File: src/rtl/dma8_pkg.sv
package dma8_pkg;
   localparam int AW = 24;
   localparam int CW = 16;
   localparam int DW = 8;

   typedef struct packed {
      logic       to_mem;
      logic       indir;
      logic       dec;
      logic       fixed;
      logic [2:0] mode;
   } ch_ctrl_t;

   typedef enum logic [1:0] {
      ST_IDLE,
      ST_PICK,
      ST_RD,
      ST_WR
   } seq_state_t;

   function automatic logic [7:0] ctrl_to_byte(input ch_ctrl_t c);
      return {c.to_mem, c.indir, 1'b0, c.dec, c.fixed, c.mode};
   endfunction

   function automatic ch_ctrl_t byte_to_ctrl(input logic [7:0] b);
      ch_ctrl_t c;
      c.to_mem = b[7];
      c.indir  = b[6];
      c.dec    = b[4];
      c.fixed  = b[3];
      c.mode   = b[2:0];
      return c;
   endfunction
endpackage

File: src/rtl/dma8_regbank.sv
module dma8_regbank
   import dma8_pkg::*;
#(
   parameter int              NUM_CH  = 8,
   parameter int              CFG_AW  = 16,
   parameter logic [15:0]     CH_BASE = 16'h4300,
   parameter int              CHW     = 3
) (
   input  logic              clk,
   input  logic              rst_n,
   input  logic              cfg_we,
   input  logic [CFG_AW-1:0] cfg_addr,
   input  logic [DW-1:0]     cfg_wdata,
   output logic [DW-1:0]     cfg_rdata,
   input  logic [CHW-1:0]    act_ch,
   input  logic              step,
   output logic              act_to_mem,
   output logic [2:0]        act_mode,
   output logic [7:0]        act_bb,
   output logic [AW-1:0]     act_addr,
   output logic [CW-1:0]     act_cnt
);
   localparam int OFF_W = 4;

   ch_ctrl_t          ctrl_a [NUM_CH];
   logic [7:0]        bb_a   [NUM_CH];
   logic [AW-1:0]     addr_a [NUM_CH];
   logic [CW-1:0]     cnt_a  [NUM_CH];

   logic              blk_hit;
   logic [2:0]        sel_ch;
   logic [OFF_W-1:0]  off;

   assign blk_hit = (cfg_addr[CFG_AW-1:7] == CH_BASE[CFG_AW-1:7]);
   assign sel_ch  = cfg_addr[6:4];
   assign off     = cfg_addr[OFF_W-1:0];

   for (genvar c = 0; c < NUM_CH; c++) begin : g_ch
      ch_ctrl_t      ctrl_r;
      logic [7:0]    bb_r;
      logic [AW-1:0] addr_r;
      logic [CW-1:0] cnt_r;
      logic          wsel;
      logic          mine;

      assign wsel = cfg_we && blk_hit && (sel_ch == 3'(c));
      assign mine = step && (act_ch == CHW'(c));

      always_ff @(posedge clk or negedge rst_n) begin
         if (!rst_n) begin
            ctrl_r <= '0;
            bb_r   <= '0;
            addr_r <= '0;
            cnt_r  <= '0;
         end else begin
            if (wsel && off == 4'd0) ctrl_r <= byte_to_ctrl(cfg_wdata);
            if (wsel && off == 4'd1) bb_r <= cfg_wdata;

            if (wsel && off == 4'd2)      addr_r[7:0]   <= cfg_wdata;
            else if (wsel && off == 4'd3) addr_r[15:8]  <= cfg_wdata;
            else if (wsel && off == 4'd4) addr_r[23:16] <= cfg_wdata;
            else if (mine && !ctrl_r.fixed)
               addr_r <= ctrl_r.dec ? addr_r - AW'(1) : addr_r + AW'(1);

            if (wsel && off == 4'd5)      cnt_r[7:0]  <= cfg_wdata;
            else if (wsel && off == 4'd6) cnt_r[15:8] <= cfg_wdata;
            else if (mine)                cnt_r <= cnt_r - CW'(1);
         end
      end

      assign ctrl_a[c] = ctrl_r;
      assign bb_a[c]   = bb_r;
      assign addr_a[c] = addr_r;
      assign cnt_a[c]  = cnt_r;
   end

   ch_ctrl_t act_ctrl;
   assign act_ctrl   = ctrl_a[act_ch];
   assign act_to_mem = act_ctrl.to_mem;
   assign act_mode   = act_ctrl.mode;
   assign act_bb     = bb_a[act_ch];
   assign act_addr   = addr_a[act_ch];
   assign act_cnt    = cnt_a[act_ch];

   always_comb begin
      cfg_rdata = '0;
      if (blk_hit && int'(sel_ch) < NUM_CH) begin
         case (off)
            4'd0: cfg_rdata = ctrl_to_byte(ctrl_a[sel_ch[CHW-1:0]]);
            4'd1: cfg_rdata = bb_a[sel_ch[CHW-1:0]];
            4'd2: cfg_rdata = addr_a[sel_ch[CHW-1:0]][7:0];
            4'd3: cfg_rdata = addr_a[sel_ch[CHW-1:0]][15:8];
            4'd4: cfg_rdata = addr_a[sel_ch[CHW-1:0]][23:16];
            4'd5: cfg_rdata = cnt_a[sel_ch[CHW-1:0]][7:0];
            4'd6: cfg_rdata = cnt_a[sel_ch[CHW-1:0]][15:8];
            default: cfg_rdata = '0;
         endcase
      end
   end

   AST_CNT_STEPS_DOWN: assert property (@(posedge clk) disable iff (!rst_n)
      step && !cfg_we |=> act_cnt == $past(act_cnt) - CW'(1));

   AST_FIXED_ADDR_HOLDS: assert property (@(posedge clk) disable iff (!rst_n)
      step && act_ctrl.fixed && !cfg_we |=> $stable(act_addr));
endmodule

File: src/rtl/dma8_sequencer.sv
module dma8_sequencer
   import dma8_pkg::*;
#(
   parameter int          NUM_CH    = 8,
   parameter int          CHW       = 3,
   parameter logic [23:0] PAGE_BASE = 24'h002100
) (
   input  logic              clk,
   input  logic              rst_n,
   input  logic              start,
   input  logic [NUM_CH-1:0] start_mask,
   input  logic              act_to_mem,
   input  logic [2:0]        act_mode,
   input  logic [7:0]        act_bb,
   input  logic [AW-1:0]     act_addr,
   input  logic [CW-1:0]     act_cnt,
   output logic [CHW-1:0]    act_ch,
   output logic              step,
   output logic              bus_req,
   output logic              bus_we,
   output logic [AW-1:0]     bus_addr,
   output logic [DW-1:0]     bus_wdata,
   input  logic [DW-1:0]     bus_rdata,
   input  logic              bus_ready,
   output logic              busy
);
   seq_state_t        state;
   logic [NUM_CH-1:0] pend;
   logic              pat;
   logic [DW-1:0]     dat;
   logic [CHW-1:0]    pick;
   logic [AW-1:0]     baddr;

   function automatic logic [CHW-1:0] lowest(input logic [NUM_CH-1:0] m);
      logic [CHW-1:0] idx;
      idx = '0;
      for (int i = NUM_CH - 1; i >= 0; i--)
         if (m[i]) idx = CHW'(i);
      return idx;
   endfunction

   assign pick  = lowest(pend);
   assign baddr = PAGE_BASE | {15'd0, ({1'b0, act_bb} + {8'd0, pat})};

   always_ff @(posedge clk or negedge rst_n) begin
      if (!rst_n) begin
         state  <= ST_IDLE;
         pend   <= '0;
         act_ch <= '0;
         pat    <= 1'b0;
         dat    <= '0;
      end else begin
         case (state)
            ST_IDLE: if (start && start_mask != '0) begin
               pend  <= start_mask;
               state <= ST_PICK;
            end
            ST_PICK: if (pend == '0) begin
               state <= ST_IDLE;
            end else begin
               act_ch <= pick;
               pend   <= pend & ~(NUM_CH'(1) << pick);
               pat    <= 1'b0;
               state  <= ST_RD;
            end
            ST_RD: if (bus_ready) begin
               dat   <= bus_rdata;
               state <= ST_WR;
            end
            ST_WR: if (bus_ready) begin
               pat   <= (act_mode == 3'd1) ? ~pat : 1'b0;
               state <= (act_cnt == CW'(1)) ? ST_PICK : ST_RD;
            end
            default: state <= ST_IDLE;
         endcase
      end
   end

   always_comb begin
      bus_req   = (state == ST_RD) || (state == ST_WR);
      bus_we    = (state == ST_WR);
      bus_wdata = dat;
      if (state == ST_WR) bus_addr = act_to_mem ? act_addr : baddr;
      else                bus_addr = act_to_mem ? baddr : act_addr;
      step = (state == ST_WR) && bus_ready;
      busy = (state != ST_IDLE);
   end

   AST_START_RAISES_BUSY: assert property (@(posedge clk) disable iff (!rst_n)
      start && !busy && start_mask != '0 |=> busy);

   AST_NO_NEW_WORK_WHILE_BUSY: assert property (@(posedge clk) disable iff (!rst_n)
      busy |=> (pend & ~$past(pend)) == '0);

   AST_READ_THEN_WRITE: assert property (@(posedge clk) disable iff (!rst_n)
      bus_req && !bus_we && bus_ready |=> bus_req && bus_we);
endmodule

File: src/rtl/dma8_engine.sv
module dma8_engine
   import dma8_pkg::*;
#(
   parameter int          NUM_CH    = 8,
   parameter int          CFG_AW    = 16,
   parameter logic [15:0] CH_BASE   = 16'h4300,
   parameter logic [15:0] EN_ADDR   = 16'h420B,
   parameter logic [23:0] PAGE_BASE = 24'h002100
) (
   input  logic              clk,
   input  logic              rst_n,
   input  logic              cfg_we,
   input  logic [CFG_AW-1:0] cfg_addr,
   input  logic [7:0]        cfg_wdata,
   output logic [7:0]        cfg_rdata,
   output logic              bus_req,
   output logic              bus_we,
   output logic [23:0]       bus_addr,
   output logic [7:0]        bus_wdata,
   input  logic [7:0]        bus_rdata,
   input  logic              bus_ready,
   output logic              busy
);
   localparam int CHW = (NUM_CH > 1) ? $clog2(NUM_CH) : 1;

   if (NUM_CH < 1 || NUM_CH > 8) begin : g_bad_ch
      $error("dma8_engine: NUM_CH must lie in 1..8");
   end
   if (CH_BASE[6:0] != 7'd0) begin : g_bad_base
      $error("dma8_engine: CH_BASE must be aligned to 128");
   end
   if (CFG_AW != 16) begin : g_bad_aw
      $error("dma8_engine: CFG_AW must be 16");
   end

   logic           start;
   logic [CHW-1:0] act_ch;
   logic           step;
   logic           act_to_mem;
   logic [2:0]     act_mode;
   logic [7:0]     act_bb;
   logic [AW-1:0]  act_addr;
   logic [CW-1:0]  act_cnt;

   assign start = cfg_we && (cfg_addr == EN_ADDR);

   dma8_regbank #(
      .NUM_CH (NUM_CH),
      .CFG_AW (CFG_AW),
      .CH_BASE(CH_BASE),
      .CHW    (CHW)
   ) u_regbank (
      .clk       (clk),
      .rst_n     (rst_n),
      .cfg_we    (cfg_we),
      .cfg_addr  (cfg_addr),
      .cfg_wdata (cfg_wdata),
      .cfg_rdata (cfg_rdata),
      .act_ch    (act_ch),
      .step      (step),
      .act_to_mem(act_to_mem),
      .act_mode  (act_mode),
      .act_bb    (act_bb),
      .act_addr  (act_addr),
      .act_cnt   (act_cnt)
   );

   dma8_sequencer #(
      .NUM_CH   (NUM_CH),
      .CHW      (CHW),
      .PAGE_BASE(PAGE_BASE)
   ) u_sequencer (
      .clk       (clk),
      .rst_n     (rst_n),
      .start     (start),
      .start_mask(cfg_wdata[NUM_CH-1:0]),
      .act_to_mem(act_to_mem),
      .act_mode  (act_mode),
      .act_bb    (act_bb),
      .act_addr  (act_addr),
      .act_cnt   (act_cnt),
      .act_ch    (act_ch),
      .step      (step),
      .bus_req   (bus_req),
      .bus_we    (bus_we),
      .bus_addr  (bus_addr),
      .bus_wdata (bus_wdata),
      .bus_rdata (bus_rdata),
      .bus_ready (bus_ready),
      .busy      (busy)
   );

   logic [7:0] last_rd;
   always_ff @(posedge clk or negedge rst_n) begin
      if (!rst_n)                              last_rd <= '0;
      else if (bus_req && !bus_we && bus_ready) last_rd <= bus_rdata;
   end

   AST_WRITE_ECHOES_READ: assert property (@(posedge clk) disable iff (!rst_n)
      bus_req && bus_we |-> bus_wdata == last_rd);

   AST_REQ_HOLDS: assert property (@(posedge clk) disable iff (!rst_n)
      bus_req && !bus_ready && !cfg_we |=> bus_req && $stable(bus_addr)
         && $stable(bus_we) && $stable(bus_wdata));
endmodule

File: config.mk
export PLATFORM = sky130hd
export DESIGN_NAME = dma8_engine
export DESIGN_NICKNAME = d
export VERILOG_FILES = /design/src/rtl/dma8_pkg.sv /design/src/rtl/dma8_regbank.sv /design/src/rtl/dma8_sequencer.sv /design/src/rtl/dma8_engine.sv
export SDC_FILE = /design/constraint.sdc
export NUM_CORES = 2
export LEC_CHECK = 0
export BUFFER_PORTS_ARGS = -buffer_cell sky130_fd_sc_hd__buf_4
export CAP_MARGIN = 20
export CORE_ASPECT_RATIO = 0.7
export CORE_MARGIN = 5
export CORE_UTILIZATION = 35
export CTS_CLUSTER_SIZE = 10
export DETAILED_ROUTE_END_ITERATION = 16
export HOLD_SLACK_MARGIN = 0.02
export PLACE_DENSITY = 0.57
export SLEW_MARGIN = 25
export SYNTH_ARGS = -nofsm -noshare
export SYNTH_HDL_FRONTEND = slang
export SYNTH_SLANG_ARGS = --single-unit
File: constraint.sdc
create_clock -name clk -period 8.9 [get_ports clk]
set_input_delay 0.89 -clock clk [delete_from_list [all_inputs] [get_ports clk]]
set_output_delay 0.89 -clock clk [all_outputs]
set_load 0.01 [all_outputs]
Word-level counts from Yosys, hierarchy flattened
Cells that the tools add are included.

storage, ports and cells
  register bits after elaboration = 462
  output and inout bits = 43
  word-level logic and storage cells = 539

cells by class
  add/subtract/negate cells = 25
  order comparisons = 2
  eq/ne operators = 63
  shifts and indexed selects = 1
  mux-type cells = 138
  bitwise operators = 30
  reductions and logical operators = 187

operators with widths
  operator                 count
  $mux W24                 23
  $mux W8                  63
  $mux W16                 20
  $add A24 B1 Y24 const B  8
  $sub A24 B1 Y24 const B  8
  $bmux W24 S3             2
  $sub A16 B1 Y16 const B  8
  $bmux W16 S3             2
  $reduce_bool A2 Y1       43
  $logic_and A1 B1 Y1      84
  $reduce_and A3 Y1        27
  $ne A2 B1 Y1 const B     34
  $pmux W8 S7              1
  $bmux W8 S3              2
  $bmux W7 S3              2
  $reduce_and A2 Y1        18
  $mux W7                  4
  $not A1 Y1               26
  $eq A3 B3 Y1 const B     8
  $mux W3                  8
  $eq A16 B1 Y1 const B    1
  $eq A16 B15 Y1 const B   1
  $pmux W8 S2              1
  $eq A3 B2 Y1 const B     4
  other kinds (25)         48

Depth between registers and ports, before layout
  word-level depth = 13
  depth in mapped cells = 13

Cells and area by module
From an unflattened synthesis, not the netlist that was laid out.

unflattened totals
  cells, all modules = 4241
  area, all modules = 38212.9 um^2

modules (own cells, without submodules)
  module          instances  cells an instance  area each (um^2)  sequential area each (um^2)
  dma8_regbank    1          4075               36705.2           11010.6
  dma8_sequencer  1          159                1452.6            550.5
  dma8_engine     1          7                  55.1              0.0

Least setup slack after synthesis
Ideal clock, no wire load.

  kind = reg2out
  start point = register u_sequencer.act_ch[0]
  end point = output port bus_addr[4]
  data arrival time = 3.198 ns
  path slack = 4.812 ns
  stages on the path, launching flop included = 14
  cells stage by stage = dfrtp_1 > buf_2 > buf_2 > buf_2 > buf_2 > buf_2 > mux4_2 > mux2_2 > ha_1 > ha_1 > nand2_1 > xor2_1 > nand2_1 > o21ai_0

on the way
  longest elaborated chain between the ends = 7
  elaborated cells on any way between the ends = 14

ends and longest elaborated chain
  what                                         line                                                        source
  start: declaration                           dma8_sequencer.sv:17                                        output logic [CHW-1:0] act_ch,
  start signal: assignment                     dma8_sequencer.sv:61                                        act_ch <= pick;
  $not A3 Y4 (not written as such) *           dma8_regbank.sv:78, dma8_regbank.sv:81, dma8_regbank.sv:82
  $bmux W8 S3                                  dma8_regbank.sv:81                                          assign act_bb = bb_a[act_ch];
  $mux W8 (not written as such) (2 in series)  dma8_regbank.sv:81
  $add A8 B1 Y8                                dma8_sequencer.sv:43                                        assign baddr = PAGE_BASE | {15'd0, ({1'b0, act_bb} + {8'd0, pat})};
  $mux W24 (on tied branches)                  dma8_sequencer.sv:84, dma8_sequencer.sv:83
  $mux W24 *                                   dma8_sequencer.sv:83                                        if (state == ST_WR) bus_addr = act_to_mem ? act_addr : baddr;
  end: declaration                             dma8_engine.sv:18                                           output logic [23:0] bus_addr,

Mark *: on every way between the ends. The rest lies on a longest branch, timed or not. The select of a mux whose other input is x is not followed.

Final worst setup path
  start point = input port cfg_addr[4]
  end point = output port cfg_rdata[5]

on the way
  longest elaborated chain between the ends = 6
  elaborated cells on any way between the ends = 12

ends and longest elaborated chain
  what                                                                        line                                    source
  start: declaration                                                          dma8_engine.sv:13                       input logic [CFG_AW-1:0] cfg_addr,
  $not A3 Y4 (not written as such) *                                          -
  $bmux W16 S3, or another cell as far along                                  dma8_regbank.sv:94, dma8_regbank.sv:95
  $mux W16 (not written as such), or another cell as far along (2 in series)  dma8_regbank.sv:94                      4'd5: cfg_rdata = cnt_a[sel_ch[CHW-1:0]][7:0];
  $pmux W8 S7 *                                                               dma8_regbank.sv:88                      case (off)
  $mux W8 *                                                                   dma8_regbank.sv:87                      if (blk_hit && int'(sel_ch) < NUM_CH) begin
  end: declaration                                                            dma8_engine.sv:15                       output logic [7:0] cfg_rdata,

Marked as above.

==> reports/metrics.yaml <==
outcome:
  status: "finished clean"
synth:
  synth_nets: 4352
  synth_ff_type: "dfrtp_1"
  synth_top_area_share_pct: 31.5
  synth_edf_count: 0
  synth.most_common_cell: "nor2_1"
  yosys.area.top_type: "dfrtp_1"
  synthTopCellsByCount: "nor2_1, a21oi_1, dfrtp_1"
  syn_inst: 4122
  async_flop_share_pct: 100
  yosysUniqueCellTypes: 90
  yosys_warnings: 0
  netlist_top_cells_area: "dfrtp_1, mux4_2, ha_1, a21oi_1, nor2_1"
  syn_area_sq_um: 36700
  synth-seq-cells: 462
  syn_area_per_cell_sq_um: 8.91
  yosysSeqAreaShare_pct: 31.5
detailed_routing:
  drtAntennaViolNets: 0
  num_vias: 34300
  first_pass_iters: 5
  first_iter_violations: 4284
  drc: 0
  finalWirelength_um: 147000
  wl_per_cell_um: 26.5
  vias_per_cell: 6.19
timing:
  max-slew-margin-rel_pct: 21.3
  hold_violations: 0
  clock.fmax_mhz: 180
  slew_viol_final: 0
  clock_skew_ns: 0.0570
  setup_tns_ns: 0
  period_share_pct: 62.3
  worst_slew_pin_slew_ns: 1.18
  rsz0062_at_grt: "no"
  finalSetupViolCount: 0
  period_minus_slack_ns: 5.54
clocking:
  clk_pin_slew_worst_paths_ns: 0.06
  cts_resized: 0
  cts_max_level: 2
  cts-root-buf: "clkbuf_16"
  cts_sinks: 462
  post_cts_buffers: 0
  cts_tree: "built"
  insertion_delay_ns: 0.66
  hold_buffers: 0
  clockBufferDepth: 3
  cts_buffers: 54
die:
  die-area_sq_um: 112000
  io_pins: 79
  num_rows: 99
  core_area_sq_um: 104000
  die_w_um: 397
  chipHeight_um: 281
  start_util_pct: 35.2
job:
  max-cap-violations: 0
grt:
  use_met1_pct: 39.5
  grt_overflow: 0
  grt_max_degree: 140
  top_usage_layer: "met1"
  antenna_found_initial: 4
  grt_pass1_wl_um: 214000
  met3_usage_pct: 10.1
  grt.total_usage_pct: 25.6
  grt_util_met2_pct: 32.8
  grt_pass1_vias: 30700
place:
  dp_hpwl_um: 108000
  dp.cells: 5467
  port-buffer-count: 78
  place.gp.congestion: 1.00
pwr:
  peakVddDrop_uv: 119
  power.density_nw_per_um2: 124
  swShare_pct: 29.6
  power_frac_clock_pct: 41.9
  p_leak_uw: 0.0178
  switchingPower_uw: 1490
  comb_power_share_pct: 13.4
  seq_power_share_pct: 44.7
  internal-power_uw: 3540
  finalPower_uw: 5020
finish:
  final_net_count: 4340
  synthToLayoutAreaGrowth_pct: 9.97
  drive_gt1_share_pct: 14.0
  final_cells: 5547
setup_path:
  path_class: "input pin to output port"
  path_max_fanout: 70
  arrival_ns: 4.65
  cp.required_ns: 8.01
  crit_path_start_kind: "input pin"
  r2r_end: "u_regbank.g_ch[2].addr_r[23]$_DFFE_PN0P_"
  crit_path_end: "cfg_rdata[5]"
  startpoint: "cfg_addr[4]"
  rrSetupSlack_ns: 4.01
  end_kind: "output port"
  reg2reg_depth: 8
  rr_startpoint: "u_sequencer.act_ch[1]$_DFFE_PN0P_"
worst_hold_path:
  worstHoldPathType: "input pin to asynchronous set/reset pin"
-- final cells by class --
cell class,instances,area [sq um]
flip-flops and latches,462,11600
diodes,3,7.51
clock buffers,71,1470
multi-input cells,3360,24100
well taps,1414,1770
clock inverters,5,67.6
repair buffers,136,1060
fillers,10500,63800
inverters,96,360
-- critical path: stages --
cell and delay [ns]:
clkbuf_8 0.65, buf_4 0.84, mux4_2 0.61, mux2i_1 0.18, o22ai_1 0.23, nor3_1 0.86
nor2_1 0.10, buf_4 0.19
-- per-layer routing --
metal / part of all wire, % / wire, um
met2: 37 / 54600
met4: 2.5 / 3740
met1: 46 / 67000
met3: 15 / 21500
met5: 0.12 / 175
-- cell usage in the layout, fill, tap and decap left out, types with 26 or more instances in the layout --
cell / Yosys / layout
o22ai_1: 69 / 69
mux4_2: 177 / 177
a21oi_1: 463 / 463
a211oi_1: 28 / 27
xor2_1: 64 / 64
a21o_1: 71 / 71
nand2_1: 370 / 370
mux2i_1: 109 / 109
a22oi_1: 35 / 35
clkbuf_16: 0 / 55
or3_1: 29 / 29
a31oi_1: 40 / 40
o21ai_0: 347 / 347
xnor2_1: 93 / 92
mux2_2: 137 / 137
nand3_1: 67 / 67
nand2b_1: 34 / 34
nor2b_1: 51 / 51
buf_4: 0 / 131
nor2_1: 472 / 471
nor4_1: 36 / 32
ha_1: 186 / 186
dfrtp_1: 462 / 459
nor3_1: 132 / 130
o21a_1: 26 / 26
inv_1: 96 / 96
-- kinds of logic after synthesis --
group	after synthesis	share of synthesized area [%]
fa+ha+maj	194	6.78
buf+inv	300	3.19
simple gates	1345	17.0
xor+xnor	157	3.75
compound gates	1241	19.7
flops	462	31.5
mux	423	18.0
-- worst min-delay path by stage --
stage                                            start                                      end  slack [ns]  cells past startpoint
6_report                                         rst_n         u_regbank.ctrl_a[23]$_DFFE_PN0P_        0.26                      1
5_1_grt                                          rst_n    u_regbank.g_ch[5].bb_r[1]$_DFFE_PN0P_        0.35                      1
4_1_cts                                          rst_n         u_regbank.ctrl_a[23]$_DFFE_PN0P_        0.30                      1
2_1_floorplan  u_regbank.g_ch[0].cnt_r[12]$_DFFE_PN0P_  u_regbank.g_ch[0].cnt_r[12]$_DFFE_PN0P_        0.46                      2
3_3_place_gp          u_regbank.ctrl_a[40]$_DFFE_PN0P_         u_regbank.ctrl_a[40]$_DFFE_PN0P_        0.48                      1
3_5_place_dp          u_regbank.ctrl_a[33]$_DFFE_PN0P_         u_regbank.ctrl_a[33]$_DFFE_PN0P_        0.49                      1
-- metrics by stage --
stage,hold WS (ns),cell area (sq um),util [%],setup WS (ns)
2_1_floorplan,0.458,36700,-,4.81
3_3_place_gp,0.483,38800,37.2,2.99
3_5_place_dp,0.492,38800,37.2,3.36
4_1_cts,0.301,40300,38.7,3.34
5_1_grt,0.351,40400,38.7,3.13
6_report,0.265,40400,38.8,3.36
-- power by group through the flow --
| stage | clock, uW | sequential, uW | combinational [uW] |
|---|---|---|---|
| 4_1_cts | 2140 | 2240 | 664 |
| 5_1_grt | 2220 | 2250 | 719 |
| 6_report | 2100 | 2250 | 674 |
| 2_1_floorplan | 0 | 2250 | 365 |
| 3_5_place_dp | 0 | 2280 | 662 |
| 3_3_place_gp | 0 | 2280 | 658 |
-- flip-flops by register name, summed over array words and instances (netlist names) --
register / flops
u_regbank.g_ch.cnt_r: 128
u_sequencer.pat: 1
u_sequencer.state: 2
u_regbank.g_ch.addr_r: 192
u_sequencer.bus_wdata: 8
u_regbank.g_ch.bb_r: 64
u_regbank.ctrl_a: 56
u_sequencer.pend: 8
u_sequencer.act_ch: 3
No activity file was read; power rests on OpenSTA's default activity.
